## src/rtl/bootmap_pkg.sv

```systemverilog
package bootmap_pkg;

    localparam int NUM_TGT = 5;

    // Target indices; the index is the bit position in the select vector.
    typedef enum logic [2:0] {
        TGT_ROM   = 3'd0,
        TGT_EXT   = 3'd1,
        TGT_BANKC = 3'd2,
        TGT_BANKA = 3'd3,
        TGT_BANKB = 3'd4
    } tgt_e;

    // Routing of the window at address zero.
    function automatic tgt_e alias_route(input logic strap, input logic remapped);
        if (remapped) return TGT_BANKC;
        else if (strap) return TGT_ROM;
        else return TGT_EXT;
    endfunction

endpackage

```

## src/rtl/boot_strap_latch.sv

```systemverilog
module boot_strap_latch (
    input  logic clk,
    input  logic rst,
    input  logic pin,
    output logic strap_q
);
    // Tracks the pin while reset is held; frozen afterwards.
    always_ff @(posedge clk) begin
        if (rst) strap_q <= pin;
    end
endmodule

```

## src/rtl/remap_ctrl.sv

```systemverilog
module remap_ctrl (
    input  logic clk,
    input  logic rst,
    input  logic wr,
    input  logic wbit,
    output logic remap_q
);
    // Sticky: only reset clears it.
    always_ff @(posedge clk) begin
        if (rst)             remap_q <= 1'b0;
        else if (wr && wbit) remap_q <= 1'b1;
    end
endmodule

```

## src/rtl/region_decode.sv

```systemverilog
module region_decode
    import bootmap_pkg::*;
#(
    parameter int ADDR_W   = 32,
    parameter int WIN_BITS = 20,
    parameter logic [NUM_TGT-1:0][ADDR_W-1:0] BASES = '0
) (
    input  logic                acc_valid,
    input  logic [ADDR_W-1:0]   acc_addr,
    input  logic                strap,
    input  logic                remapped,
    output logic [NUM_TGT-1:0]  sel,
    output logic [WIN_BITS-1:0] offset,
    output logic                err
);
    localparam int PAGE_W = ADDR_W - WIN_BITS;

    logic [PAGE_W-1:0] page;
    logic              in_alias;
    tgt_e              alias_tgt;

    assign page      = acc_addr[ADDR_W-1:WIN_BITS];
    assign in_alias  = (page == '0);
    assign alias_tgt = alias_route(strap, remapped);

    for (genvar i = 0; i < NUM_TGT; i++) begin : g_tgt
        logic fixed_hit;
        logic alias_hit;
        assign fixed_hit = (page == BASES[i][ADDR_W-1:WIN_BITS]);
        assign alias_hit = in_alias && (int'(alias_tgt) == i);
        assign sel[i]    = acc_valid && (fixed_hit || alias_hit);
    end

    assign err    = acc_valid && (sel == '0);
    assign offset = acc_addr[WIN_BITS-1:0];
endmodule

```

## src/rtl/bootmap_decoder.sv

```systemverilog
module bootmap_decoder
    import bootmap_pkg::*;
#(
    parameter int ADDR_W   = 32,
    parameter int WIN_BITS = 20,
    parameter logic [ADDR_W-1:0] ROM_BASE   = 32'h0040_0000,
    parameter logic [ADDR_W-1:0] EXT_BASE   = 32'h1000_0000,
    parameter logic [ADDR_W-1:0] BANKC_BASE = 32'h0030_0000,
    parameter logic [ADDR_W-1:0] BANKA_BASE = 32'h0010_0000,
    parameter logic [ADDR_W-1:0] BANKB_BASE = 32'h0020_0000
) (
    input  logic                clk,
    input  logic                rst,
    input  logic                boot_mode_pin,
    input  logic                cfg_wr,
    input  logic                cfg_wdata,
    input  logic                acc_valid,
    input  logic [ADDR_W-1:0]   acc_addr,
    output logic [NUM_TGT-1:0]  tgt_sel,
    output logic [WIN_BITS-1:0] tgt_offset,
    output logic                dec_err
);
    localparam logic [NUM_TGT-1:0][ADDR_W-1:0] BASE_TAB =
        {BANKB_BASE, BANKA_BASE, BANKC_BASE, EXT_BASE, ROM_BASE};

    logic strap_q;
    logic remap_q;

    boot_strap_latch u_strap (
        .clk     (clk),
        .rst     (rst),
        .pin     (boot_mode_pin),
        .strap_q (strap_q)
    );

    remap_ctrl u_remap (
        .clk     (clk),
        .rst     (rst),
        .wr      (cfg_wr),
        .wbit    (cfg_wdata),
        .remap_q (remap_q)
    );

    region_decode #(
        .ADDR_W   (ADDR_W),
        .WIN_BITS (WIN_BITS),
        .BASES    (BASE_TAB)
    ) u_dec (
        .acc_valid (acc_valid),
        .acc_addr  (acc_addr),
        .strap     (strap_q),
        .remapped  (remap_q),
        .sel       (tgt_sel),
        .offset    (tgt_offset),
        .err       (dec_err)
    );
endmodule

```

## config.mk

```make
export PLATFORM = sky130hd
export DESIGN_NAME = bootmap_decoder
export DESIGN_NICKNAME = d
export VERILOG_FILES = /design/src/rtl/bootmap_pkg.sv /design/src/rtl/boot_strap_latch.sv /design/src/rtl/remap_ctrl.sv /design/src/rtl/region_decode.sv /design/src/rtl/bootmap_decoder.sv
export SDC_FILE = /design/constraint.sdc
export NUM_CORES = 1
export LEC_CHECK = 0
export BUFFER_PORTS_ARGS = -buffer_cell sky130_fd_sc_hd__buf_2
export CORE_MARGIN = 2
export CORE_UTILIZATION = 24
export CTS_CLUSTER_SIZE = 12
export DETAILED_ROUTE_END_ITERATION = 10
export MAX_ROUTING_LAYER = met4
export PLACE_DENSITY = 0.74
export SLEW_MARGIN = 20
export SYNTH_ARGS = -nofsm -noshare
export SYNTH_HDL_FRONTEND = slang
export SYNTH_SLANG_ARGS = --single-unit
```

## constraint.sdc

```tcl
create_clock -name clk -period 2.7 [get_ports clk]
set_input_delay 0.81 -clock clk [delete_from_list [all_inputs] [get_ports clk]]
set_output_delay 0.81 -clock clk [all_outputs]
set_load 0.02 [all_outputs]
```

Word level (Yosys, flattened, before mapping)
Index checks and enable logic that the tools add are counted.
{"block": "word_totals", "register_bits": 2, "latchBits": 0, "mem_bits_rw": 0, "romBits": 0, "in_bits": 38, "elab_cells": 33, "mem_count": 0}
{"block": "classes", "n_addsub": 0, "multipliers": 0, "n_div": 0, "magnitude_cmp": 0, "eq_ne": 9, "shifts": 0, "n_mux": 2, "bitwise_logic": 0, "n_reduce_logical": 20}
{"operator": "equality test 12 x 2 -> 1 bit, second input constant", "n": 2}
{"operator": "equality test 12 x 1 -> 1 bit, second input constant", "n": 1}
{"operator": "equality test 12 x 3 -> 1 bit, second input constant", "n": 1}
{"operator": "equality test 12 x 9 -> 1 bit, second input constant", "n": 1}
{"operator": "logical AND 1 bit", "n": 12}
{"operator": "logical NOT 12 bit", "n": 1}
{"operator": "equality test 3 bit, second input constant", "n": 3}
{"operator": "logical NOT 5 bit", "n": 1}
{"operator": "logical OR 1 bit", "n": 5}
{"operator": "equality test 3 x 2 -> 1 bit, second input constant", "n": 1}
{"operator": "logical NOT 3 bit", "n": 1}
{"operator": "two-way mux 3 bit", "n": 1}
{"operator": "two-way mux 1 bit", "n": 1}

Logic depth before layout (Yosys ltp)
Gate-level depths: netlist of run 1.
{"block": "logic_depth", "depth_word": 8, "depth_mapped": 4, "ltp_nobuf": 4}

Cells and area by module
From an unflattened synthesis of run 1, not the netlist that was laid out.
{"block": "hier_totals", "hier_cells": 53, "area_unflattened_um2": 384.1}
{"module": "region_decode", "n_inst": 1, "cells_per_inst": 49, "area_each_um2": 325.3, "seq_area_each_um2": 0.0}
{"module": "boot_strap_latch", "n_inst": 1, "cells_per_inst": 1, "area_each_um2": 30.0, "seq_area_each_um2": 30.0}
{"module": "remap_ctrl", "n_inst": 1, "cells_per_inst": 3, "area_each_um2": 28.8, "seq_area_each_um2": 20.0}

Worst setup path after synthesis of run 1
Ideal clock, no wire load.
{"block": "synth_timing", "path_type": "input to output", "start": "input acc_addr[27]", "end": "output dec_err", "arrival_time_ns": 2.185, "required_ns": 1.890, "path_slack_ns": -0.295, "cell_stages": 3, "path_buffers": 0, "cell_sequence": "or4_4 -> nor3_1 -> a211oi_1"}
{"block": "synth_via", "elab_chain_cells": 6, "word_cells_on_any_way": 23, "classes_between": "eq/ne: 5; reduce/logical: 18"}
{"item": "start, declared", "line": "bootmap_decoder.sv:18", "rtl": "input logic [ADDR_W-1:0] acc_addr,"}
{"item": "logical NOT 12 bit", "line": "region_decode.sv:23", "rtl": "assign in_alias = (page == '0);"}
{"item": "logical AND 1 bit", "line": "region_decode.sv:30", "rtl": "assign alias_hit = in_alias && (int'(alias_tgt) == i);"}
{"item": "logical OR 1 bit *", "line": "region_decode.sv:31", "rtl": "assign sel[i] = acc_valid && (fixed_hit || alias_hit);"}
{"item": "logical AND 1 bit *", "line": "region_decode.sv:31"}
{"item": "net tgt_sel[1]", "line": "bootmap_decoder.sv:19", "rtl": "output logic [NUM_TGT-1:0] tgt_sel,"}
{"item": "logical NOT 5 bit *", "line": "region_decode.sv:34", "rtl": "assign err = acc_valid && (sel == '0);"}
{"item": "logical AND 1 bit *", "line": "region_decode.sv:34"}
{"item": "end, declared", "line": "bootmap_decoder.sv:21", "rtl": "output logic dec_err"}
Mark *: on every way through the listed nets, which the timed path passes. The rest lies on a longest branch.

Worst setup path after layout of run 1
{"block": "layout_timing", "start": "input acc_addr[24]", "end": "output tgt_sel[4]"}
{"block": "layout_via", "elab_chain_cells": 4, "word_cells_on_any_way": 5, "classes_between": "eq/ne: 1; reduce/logical: 4"}
{"item": "logical NOT 12 bit", "line": "region_decode.sv:23"}
{"item": "logical AND 1 bit", "line": "region_decode.sv:30"}
{"item": "logical OR 1 bit *", "line": "region_decode.sv:31"}
{"item": "logical AND 1 bit *", "line": "region_decode.sv:31"}
{"item": "end, declared", "line": "bootmap_decoder.sv:19"}
Every way passes the cells marked *; elsewhere a longest branch is shown, timed or not.

==> summary.md, run 1 <==
| Metric | Value |
|---|---|
| Setup Skew | `0 ns` |
| Syn Inst Count | `between 40 and 50` |
| GPL Wtd Cong | `approximately 0.74` |
| Die area | `1940 sq um` |
| Max-Cap Viols | `0` |
| Crit Path Class | `in -> out` |
| Leading area contributor after synthesis | `buf_4` |
| Fill cells | `168` |
| CTS Buf Count | `3` |
| DRT iter0 DRCs | `1` |
| Leak | `0.000240 uW` |
| Number of global-route vias before repair | `between 300 and 400` |
| Die H | `44.0 microns` |
| Ant diodes | `0` |
| Synth top area cells | `buf_4 (39%), edfxtp_1 (7.8%), nor3b_2 (6.5%)` |
| Peak supply drop | `~0.19 mV` |
| Hold Buf Count CTS | `0` |
| Vias | `346` |
| Most common cell after layout, fill and taps aside | `buf_2` |
| Synth Net Count | `86` |
| Period utilization | `110%` |
| Wire per inst | `10.6 microns` |
| Total power | `147 uW` |
| Initial core utilization | `25.5%` |
| TritonRoute pass-1 iters | `2` |
| P&R area growth vs syn | `33.9%` |
| CTS tree | `yes` |
| Actual slew at the worst max-slew pin | `0.334 ns` |
| Flops & latches, synth | `2` |
| Setup WS post-layout | `-0.273 ns` |
| I/O Buffers | `23` |
| Crit path max fanout | `3` |
| Pins Over Slew Limit | `0` |
| DRC | `0` |
| Overall Global Routing Usage | `between 8 and 9%` |
| Worst rel slew slack | `between 70% and 80%` |
| Critical Path Source | `acc_addr[24]` |
| FMAX | `about 340 MHz` |
| Register area share after synthesis | `a little over an eighth` |
| Cell area after layout | `514 sq um` |
| Final count of hold timing violations | `0` |
| Num rows | `14` |
| Reg2reg end | `u_remap.remap_q$_SDFFE_PP0P_` |
| Critical Path Start Type | `input pin` |
| Failing checks | `setup timing` |
| RSZ-0062 raised after global routing | `yes` |
| Clock Latency Late Sink | `between 0.2 and 0.25 ns` |
| Synthesized area | `384 sq um` |
| I/O pins | `64` |
| First-pass GRT wire length | `1240 microns` |
| Area after DPL | `a little over 400 sq um` |
| Share of the synthesized area in the top cell type | `39.1%` |
| Flop2flop setup slack | `2.08 ns` |
| Initial antenna violation count | `0` |
| Syn. warnings | `0` |
| Dpl hpwl | `669 microns` |
| Unique cell type count in the Yosys netlist | `20` |
| Final setup vio count | `6` |
| Die Width | `44.0 microns` |
| Hold Crit Class | `reg -> reg` |
| Worst EP arrival | `2.16 ns` |
| Status | `complete, but fails checks` |
| Global route total overflow | `0` |
| Critical path capture point | `tgt_sel[4]` |
| Layout cells sized above 1 | `65.0%` |
| RR Startpoint | `u_remap.remap_q$_SDFFE_PP0P_` |
| CTS Sinks | `2` |
| Core Area | `1510 sq um` |
| Total Wirelength | `approximately 810 microns` |
| CP endpoint kind | `output pin` |
| Clock root buffer | `clkbuf_4` |
| Most frequent cells in the layout | `buf_2 (17), buf_6 (7), nor2_1 (4), buf_4 (4)` |
| Clock Tree Buf Depth | `2` |
| Largest net degree at the start of global routing | `7` |
| Min Tclk post-route | `between 2 and 3 ns` |
| Avg Inst Size Synth | `8.00 sq um` |
| H-tree levels | `1` |
| Vias per inst | `approximately 4.6` |
| Clock-pin slew on the worst setup and hold paths | `0.03 ns` |
| Worst reg2reg path depth | `2` |
| Nets | `99` |
| Worst endpoint required time | `1.89 ns` |
| Power per Cell Area | `286 nW/um^2` |
| Post-DRT Antenna Nets | `0` |
-- per-layer routing --
metal / vias to the layer above / global-route usage, % / share of wire, %
met5: - / - / 0
met4: 0 / 6.67 / 0.99
met3: 2 / 1.25 / 11
met2: 14 / 15.6 / 51
met1: 155 / 8.50 / 37
li1: 175 / - / -
-- cell families (layout without fill, tap and decap cells) --
logic type / after synthesis / after routing / share of synthesized area [%]
buffers and inverters: 21 / 33 / 40.1
AND/OR/NAND/NOR: 15 / 15 / 28.3
AO/OA/AOI/OAI: 10 / 10 / 18.6
flip-flops: 2 / 2 / 13.0
-- worst min-delay path by stage --
stage	slack, ns	end	depth (start not counted)	from
6_report	0.55	u_remap.remap_q$_SDFFE_PP0P_	2	u_remap.remap_q$_SDFFE_PP0P_
5_1_grt	0.61	u_remap.remap_q$_SDFFE_PP0P_	2	u_remap.remap_q$_SDFFE_PP0P_
4_1_cts	0.56	u_remap.remap_q$_SDFFE_PP0P_	2	u_remap.remap_q$_SDFFE_PP0P_
3_5_place_dp	0.55	u_remap.remap_q$_SDFFE_PP0P_	2	u_remap.remap_q$_SDFFE_PP0P_
3_3_place_gp	0.54	u_remap.remap_q$_SDFFE_PP0P_	2	u_remap.remap_q$_SDFFE_PP0P_
2_1_floorplan	0.50	u_remap.remap_q$_SDFFE_PP0P_	2	u_remap.remap_q$_SDFFE_PP0P_
-- what timing repair did --
| item | 4_1_cts | 5_1_grt |
|---|---|---|
| setup endpoints to repair | 6 | 6 |
| buffers inserted | 1 | 1 |
| pin swaps | 5 | 2 |
| resized for setup | 12 | 3 |
| endpoints found under the hold margin | 0 | 0 |
-- state kept, by name, indices dropped and copies added (netlist names) --
name,count
u_strap.strap_q,1
u_remap.remap_q,1
-- through the flow --
| step | std cells | utilization (%) | hold WS [ns] | setup TNS, ns | worst slack, ns |
|---|---|---|---|---|---|
| global route | 76 | 34.1 | 0.612 | -1.72 | -0.335 |
| CTS | 75 | 32.8 | 0.557 | -1.23 | -0.283 |
| global placement | 70 | 27.4 | 0.538 | -1.15 | -0.286 |
| detailed placement | 70 | 27.4 | 0.549 | -1.21 | -0.300 |
| floorplan | 48 | - | 0.500 | -0.411 | -0.130 |
| finish | 76 | 34.1 | 0.554 | -1.39 | -0.273 |
-- Yosys cell counts --
cell type and n:
a211oi_1 1, nor2b_1 2, nor3_4 1, nor3b_2 2
or4_4 1, nand3_2 1, nor2_1 4, nor3_1 1
o31ai_1 1, o21a_1 1, buf_4 20, inv_1 1
o2111ai_1 1, o311ai_0 1, nand2_1 2, edfxtp_1 1
dfxtp_1 1, o2111a_1 1, a21oi_1 4, or3_1 1
-- worst max-delay path, cell delays in order --
cell     delay, ns
buf_6         0.09
or4_4         0.54
nor3_4        0.24
nand3_4       0.14
nor3b_4       0.21
buf_6         0.14
-- layout make-up --
| cell class | count | area [sq um] | area share, % |
|---|---|---|---|
| timing repair buffer | 28 | 194 | 37.7 |
| tap | 16 | 20.0 | 3.89 |
| multi-input combinational | 25 | 220 | 42.8 |
| sequential | 2 | 50.0 | 9.73 |
| inverter | 1 | 3.75 | 0.730 |
| clock buffer | 4 | 26.3 | 5.11 |
-- power by group --
group,internal (uW),switching [uW],total [uW]
clock network,54.9,17.7,72.6
registers,34.5,1.82,36.3
logic,19.8,18.4,38.2
Power figures use the tool's default switching activity.
==> inputs of run 2 (changes only) <==
==> constraint.sdc (replaced) <==
create_clock -name clk -period 2.5 [get_ports clk]
set_input_delay 0.75 -clock clk [delete_from_list [all_inputs] [get_ports clk]]
set_output_delay 0.75 -clock clk [all_outputs]
set_load 0.02 [all_outputs]
==> summary.md, run 2 (synthesis gave the netlist of run 1 again) <==
| Metric | Value |
|---|---|
| Gate power share | `27.8% (+1.9 points)` |
| Pins Over Slew Limit | `0 (unchanged)` |
| First-pass GRT wire length | `1370 microns (+11%)` |
| RSZ-0062 raised after global routing | `yes` |
| H-tree levels | `1 (unchanged)` |
| Worst rel slew slack | `77.3% (-0.21 points)` |
| Dpl hpwl | `730 microns (+9.2%)` |
| Total Wirelength | `944 microns (+17%)` |
| Top flop regs | `u_remap.remap_q: 1 flops, u_strap.strap_q: 1 flops` |
| Period utilization | `113%` |
| Setup WS post-layout | `-0.325 ns (-0.0518 ns)` |
| CP most frequent cell | `buf_6` |
| Final core occ | `35.0% (+0.91 points)` |
| Die H | `44.0 microns (unchanged)` |
| Crit Path Class | `in -> out` |
| CTS tree | `yes` |
| Overall Global Routing Usage | `10.5% (+1.7 points)` |
| P&R area growth vs syn | `37.5%` |
| Core Area | `1510 sq um (unchanged)` |
| RR Startpoint | `u_remap.remap_q$_SDFFE_PP0P_` |
| Critical Path Source | `acc_addr[24]` |
| Worst endpoint required time | `1.75 ns (-0.14 ns)` |
| Internal power consumption | `121 uW (+11%)` |
| Clock share of power | `48.3% (-1.0 points)` |
| Number of global-route vias before repair | `354 (+6.6%)` |
| DRT iter0 DRCs | `6 (+5)` |
| Worst reg2reg path depth | `2 (unchanged)` |
| Post-DRT Antenna Nets | `0 (unchanged)` |
| Max incr delay on CP | `0.54 ns (about the same)` |
| CTS Sinks | `2 (unchanged)` |
| Hold Path Depth | `2 (unchanged)` |
| Die area | `1940 sq um (unchanged)` |
| Setup Skew | `0 ns (unchanged)` |
| Power per Cell Area | `311 nW/um^2 (+8.7%)` |
| Clock-pin slew on the worst setup and hold paths | `0.03 ns (about the same)` |
| Die Width | `44.0 microns (unchanged)` |
| Max-Cap Viols | `0 (unchanged)` |
| Switching power | `43.1 uW (+14%)` |
| Worst slack, placed | `-0.370 ns (-0.0702 ns)` |
| Setup TNS | `-1.63 ns (-0.248 ns)` |
| CP endpoint kind | `output pin` |
| Switching portion of total power | `26.2% (+0.50 points)` |
| Nets | `101 (+2.0%)` |
| Hold path start | `u_remap.remap_q$_SDFFE_PP0P_` |
| Clock root buffer | `clkbuf_4` |
| Initial antenna violation count | `0 (unchanged)` |
| FMAX | `354 MHz` |
| Leak | `0.000250 uW (+4.2%)` |
| Worst EP arrival | `2.08 ns (-0.08 ns)` |
| Worst path slowest cell | `or4_4` |
| Wire per inst | `12.1 microns (+14%)` |
| Crit path max fanout | `2 (-1)` |
| Actual slew at the worst max-slew pin | `0.341 ns (+0.00704 ns)` |
| Clock Tree Buf Depth | `2 (unchanged)` |
| Hold Crit Class | `reg -> reg` |
| Vias per inst | `4.67 (+2.5%)` |
| Hold Buf Count CTS | `0 (unchanged)` |
| I/O Buffers | `23 (unchanged)` |
| Failing checks | `setup timing` |
| Clock Latency Late Sink | `0.22 ns (about the same)` |
| Largest net degree at the start of global routing | `7 (unchanged)` |
| Peak supply drop | `0.233 mV (+24%)` |
| I/O pins | `64 (unchanged)` |
| Global route total overflow | `0 (unchanged)` |
| Fill cells | `160 (-4.8%)` |
| TritonRoute pass-1 iters | `2 (unchanged)` |
| CTS Buf Count | `3 (unchanged)` |
| Final setup vio count | `6 (unchanged)` |
| Critical Path Start Type | `input pin` |
| DRC | `0 (unchanged)` |
| Num rows | `14 (unchanged)` |
| Sequential group share of total power | `23.9% (-0.8 points)` |
| GPL Wtd Cong | `0.713 (-3.5%)` |
| Initial core utilization | `25.5% (unchanged)` |
| Layout cells sized above 1 | `66.1% (+1.1 points)` |
| Vias | `364 (+5.2%)` |
| Most common cell after layout, fill and taps aside | `buf_2` |
| Most frequent cells in the layout | `buf_2 (16), buf_4 (8), buf_6 (6)` |
| Critical path cell sequence | `buf_6, or4_4, nor3_4, buf_4, o2111a_1, buf_6` |
| Final count of hold timing violations | `0 (unchanged)` |
| Status | `complete, but fails checks` |
| Ant diodes | `0 (unchanged)` |
| Min Tclk post-route | `between 2 and 3 ns` |
run 2: cell count changes in the layout (fill, tap and decap cells not counted):
cell / change
buf_2: -1
buf_4: +4
buf_6: -1
run 2: path summary, 6_finish.rpt:
kind / end / slack [ns]
hold reg to reg: u_remap.remap_q$_SDFFE_PP0P_ / 0.55
setup reg to reg: u_remap.remap_q$_SDFFE_PP0P_ / 1.89
hold / removal: u_remap.remap_q$_SDFFE_PP0P_ / 0.55
setup / recovery: tgt_sel[0] / -0.33
run 2: through the flow:
step | std cells | hold slack, ns | power (uW) | instance area [sq um]
after detailed placement | 73 | 0.545 | 81.0 | 435
final | 78 | 0.550 | 164 | 528
after global placement | 73 | 0.538 | 79.9 | 435
after floorplan | 48 | 0.500 | 100 | 405
after global routing | 78 | 0.630 | 180 | 528
after CTS | 78 | 0.554 | 168 | 522
run 2: final cells by class:
cell class	count	area, sq um	area share [%]
clock buffer	4	26.3	4.98
inverter	1	3.75	0.711
multi-input combinational	25	220	41.7
sequential	2	50.0	9.48
tap	16	20.0	3.79
timing repair buffer	30	208	39.3
run 2: repair_timing:
action                     in CTS  in global routing
setup buffers                   1                  0
setup endpoints to repair       6                  6
pin swaps                       4                  4
gates resized for setup        13                  1
run 2: worst max-delay path, delay by kind of cell:
kind	cells	cell delay (ns)
buf+inv	3	0.37
simple gates	2	0.77
compound gates	1	0.19
run 2: routing by layer:
metal / vias up / wire length, microns / part of all wire [%] / track usage, %
li1: 180 / - / - / -
met2: 17 / 525 / 56 / 17.4
met4: 0 / 0 / 0 / 9.70
met1: 167 / 330 / 35 / 8.75
met3: 0 / 89 / 9.4 / 4.17
met5: - / 0 / 0 / -
run 2: power groups by stage:
stage                     sequential [uW]  combinational [uW]  clock [uW]
final                                39.2                45.7        79.2
after global routing                 39.7                49.6        90.8
after CTS                            39.3                44.8        84.0
after detailed placement             39.7                41.3           0
after global placement               39.6                40.3           0
after floorplan                      39.1                61.0           0
==> inputs of run 3 (changes only) <==
--- a/config.mk
+++ b/config.mk
@@ -12,6 +12,7 @@
 export DETAILED_ROUTE_END_ITERATION = 10
 export MAX_ROUTING_LAYER = met4
 export PLACE_DENSITY = 0.74
+export SKIP_CTS_REPAIR_TIMING = 1
 export SLEW_MARGIN = 20
 export SYNTH_ARGS = -nofsm -noshare
 export SYNTH_HDL_FRONTEND = slang
==> summary.md, run 3 (synthesis gave the netlist of run 1 again) <==
| Metric | Value |
|---|---|
| Status | `complete, but fails checks` |
| Failing checks | `setup timing` |
| CTS tree | `yes` |
| Worst endpoint required time | `1.75 ns (about the same)` |
| Hold Path Depth | `2 (unchanged)` |
| Die area | `1940 sq um (unchanged)` |
| Final count of hold timing violations | `0 (unchanged)` |
| Total Wirelength | `871 microns (-7.7%)` |
| Met3 Wirelength | `89 microns (unchanged)` |
| Core Area | `1510 sq um (unchanged)` |
| GPL Wtd Cong | `0.713 (unchanged)` |
| Area of the multi-input gates | `214 sq um (-2.8%)` |
| Actual slew at the worst max-slew pin | `0.293 ns (-0.0477 ns)` |
| Max-Cap Viols | `0 (unchanged)` |
| Layout cells sized above 1 | `65.6% (-0.56 points)` |
| WP buf/inv | `2 (-1)` |
| Clock Tree Buf Depth | `2 (unchanged)` |
| Worst rel slew slack | `80.2% (+3.0 points)` |
| Vias | `358 (-1.6%)` |
| Hold Path End | `u_remap.remap_q$_SDFFE_PP0P_` |
| Most common cell after layout, fill and taps aside | `buf_2` |
| Clock Latency Late Sink | `0.22 ns (about the same)` |
| Min Tclk post-route | `2.86 ns (+0.0318 ns)` |
| Peak supply drop | `0.233 mV (-0.22%)` |
| Die Width | `44.0 microns (unchanged)` |
| Vias per inst | `4.65 (-0.37%)` |
| Reg2reg end | `u_remap.remap_q$_SDFFE_PP0P_` |
| Most frequent cells in the layout | `buf_2 (17), buf_4 (9), nor2_1 (4)` |
| Worst EP arrival | `2.11 ns (+0.03 ns)` |
| Setup TNS | `-1.68 ns (-0.0497 ns)` |
| CTS Buf Count | `3 (unchanged)` |
| DRC | `0 (unchanged)` |
| CP most frequent cell | `buf_6` |
| Met2 routed WL | `455 microns (-13%)` |
| Post-DRT Antenna Nets | `0 (unchanged)` |
| Crit path max fanout | `3 (+1)` |
| Max Used Layer | `met3` |
| Dpl hpwl | `730 microns (unchanged)` |
| RR Startpoint | `u_remap.remap_q$_SDFFE_PP0P_` |
| H-tree levels | `1 (unchanged)` |
| Overall Global Routing Usage | `8.90% (-1.6 points)` |
| Final setup vio count | `6 (unchanged)` |
| Ant diodes | `0 (unchanged)` |
| Fill cells | `160 (unchanged)` |
| Global route total overflow | `0 (unchanged)` |
| Leak | `0.000229 uW (-8.4%)` |
| P&R area growth vs syn | `30.3%` |
| Period utilization | `114% (+1.3 points)` |
| Clock root buffer | `clkbuf_4` |
| Hold path start | `u_remap.remap_q$_SDFFE_PP0P_` |
| Critical Path Start Type | `input pin` |
| Setup Skew | `0 ns (unchanged)` |
| Initial antenna violation count | `0 (unchanged)` |
| Setup WS post-layout | `-0.357 ns (-0.0318 ns)` |
| FMAX | `350 MHz (-1.1%)` |
| TritonRoute pass-1 iters | `2 (unchanged)` |
| Flop2flop setup slack | `1.89 ns (about the same)` |
| Hold Crit Class | `reg -> reg` |
| Number of global-route vias before repair | `329 (-7.1%)` |
| Initial core utilization | `25.5% (unchanged)` |
| Largest net degree at the start of global routing | `7 (unchanged)` |
| I/O Buffers | `23 (unchanged)` |
| Worst reg2reg path depth | `2 (unchanged)` |
| Max incr delay on CP | `0.55 ns (about the same)` |
| Top flop regs | `u_remap.remap_q: 1 flops, u_strap.strap_q: 1 flops` |
| Pins Over Slew Limit | `0 (unchanged)` |
| Worst path slowest cell | `or4_4` |
| Wire per inst | `11.3 microns (-6.5%)` |
| Met1 WL | `326 microns (-1.2%)` |
| CP endpoint kind | `output pin` |
| FF/Latch Area | `50.0 sq um (unchanged)` |
| Crit Path Class | `in -> out` |
| Critical path cell sequence | `buf_6, or4_4, nor3_4, nand3_4, nor3b_4, buf_6` |
| Nets | `100 (-0.99%)` |
| CTS Sinks | `2 (unchanged)` |
| Cell family with most CP delay | `simple AND/OR/NAND/NOR gates` |
| Power per Cell Area | `324 nW/um^2 (+4.0%)` |
| Clock-pin slew on the worst setup and hold paths | `0.03 ns (about the same)` |
| DRT iter0 DRCs | `7 (+1)` |
| First-pass GRT wire length | `1180 microns (-14%)` |
| Die H | `44.0 microns (unchanged)` |
| I/O pins | `64 (unchanged)` |
| Final core occ | `33.2% (-1.8 points)` |
| RSZ-0062 raised after global routing | `yes` |
| Num rows | `14 (unchanged)` |
-- run 3: power breakdown --
part	total, uW	switching (uW)	leakage (uW)	internal [uW]
Combinational	43.5	20.4	0.000196	23.1
Clock	79.2	19.9	0.0000150	59.3
Sequential	39.2	1.94	0.0000181	37.3
-- run 3: final cells by class --
cell class | count | area share, %
clock buffers | 4 | 5.25
repair buffers | 29 | 37.3
inverters | 1 | 0.750
well taps | 16 | 4.00
flip-flops and latches | 2 | 10.0
multi-input cells | 25 | 42.7
-- run 3: tightest hold or removal path: stages (launching register included) --
cell and delay [ns]:
dfxtp_1 0.34, a21oi_1 0.12, nor2_1 0.04
-- run 3: metrics by stage --
stage / hold WS (ns) / std cells / cell area, sq um / setup slack [ns] / power (uW)
after CTS: 0.554 / 77 / 462 / -0.372 / 165
after detailed placement: 0.545 / 73 / 435 / -0.370 / 81.0
final: 0.550 / 77 / 500 / -0.357 / 162
after global routing: 0.630 / 77 / 500 / -0.414 / 178
after global placement: 0.538 / 73 / 435 / -0.364 / 79.9
after floorplan: 0.500 / 48 / 405 / -0.210 / 100
-- run 3: worst max path at each step --
stage / start / endpoint / slack (ns) / cells after the start
final: acc_addr[27] / tgt_sel[4] / -0.36 / 6
after global routing: acc_addr[27] / tgt_sel[3] / -0.41 / 6
after CTS: acc_addr[27] / tgt_sel[4] / -0.37 / 6
after detailed placement: acc_addr[27] / tgt_sel[4] / -0.37 / 6
after global placement: acc_addr[27] / tgt_sel[3] / -0.36 / 6
after floorplan: acc_addr[27] / tgt_sel[3] / -0.21 / 4
-- run 3: per-layer routing --
layer	global-route usage, %	vias to the layer above
met5	-	-
met4	9.70	0
met3	4.17	0
met2	13.8	17
met1	7.23	164
li1	-	177
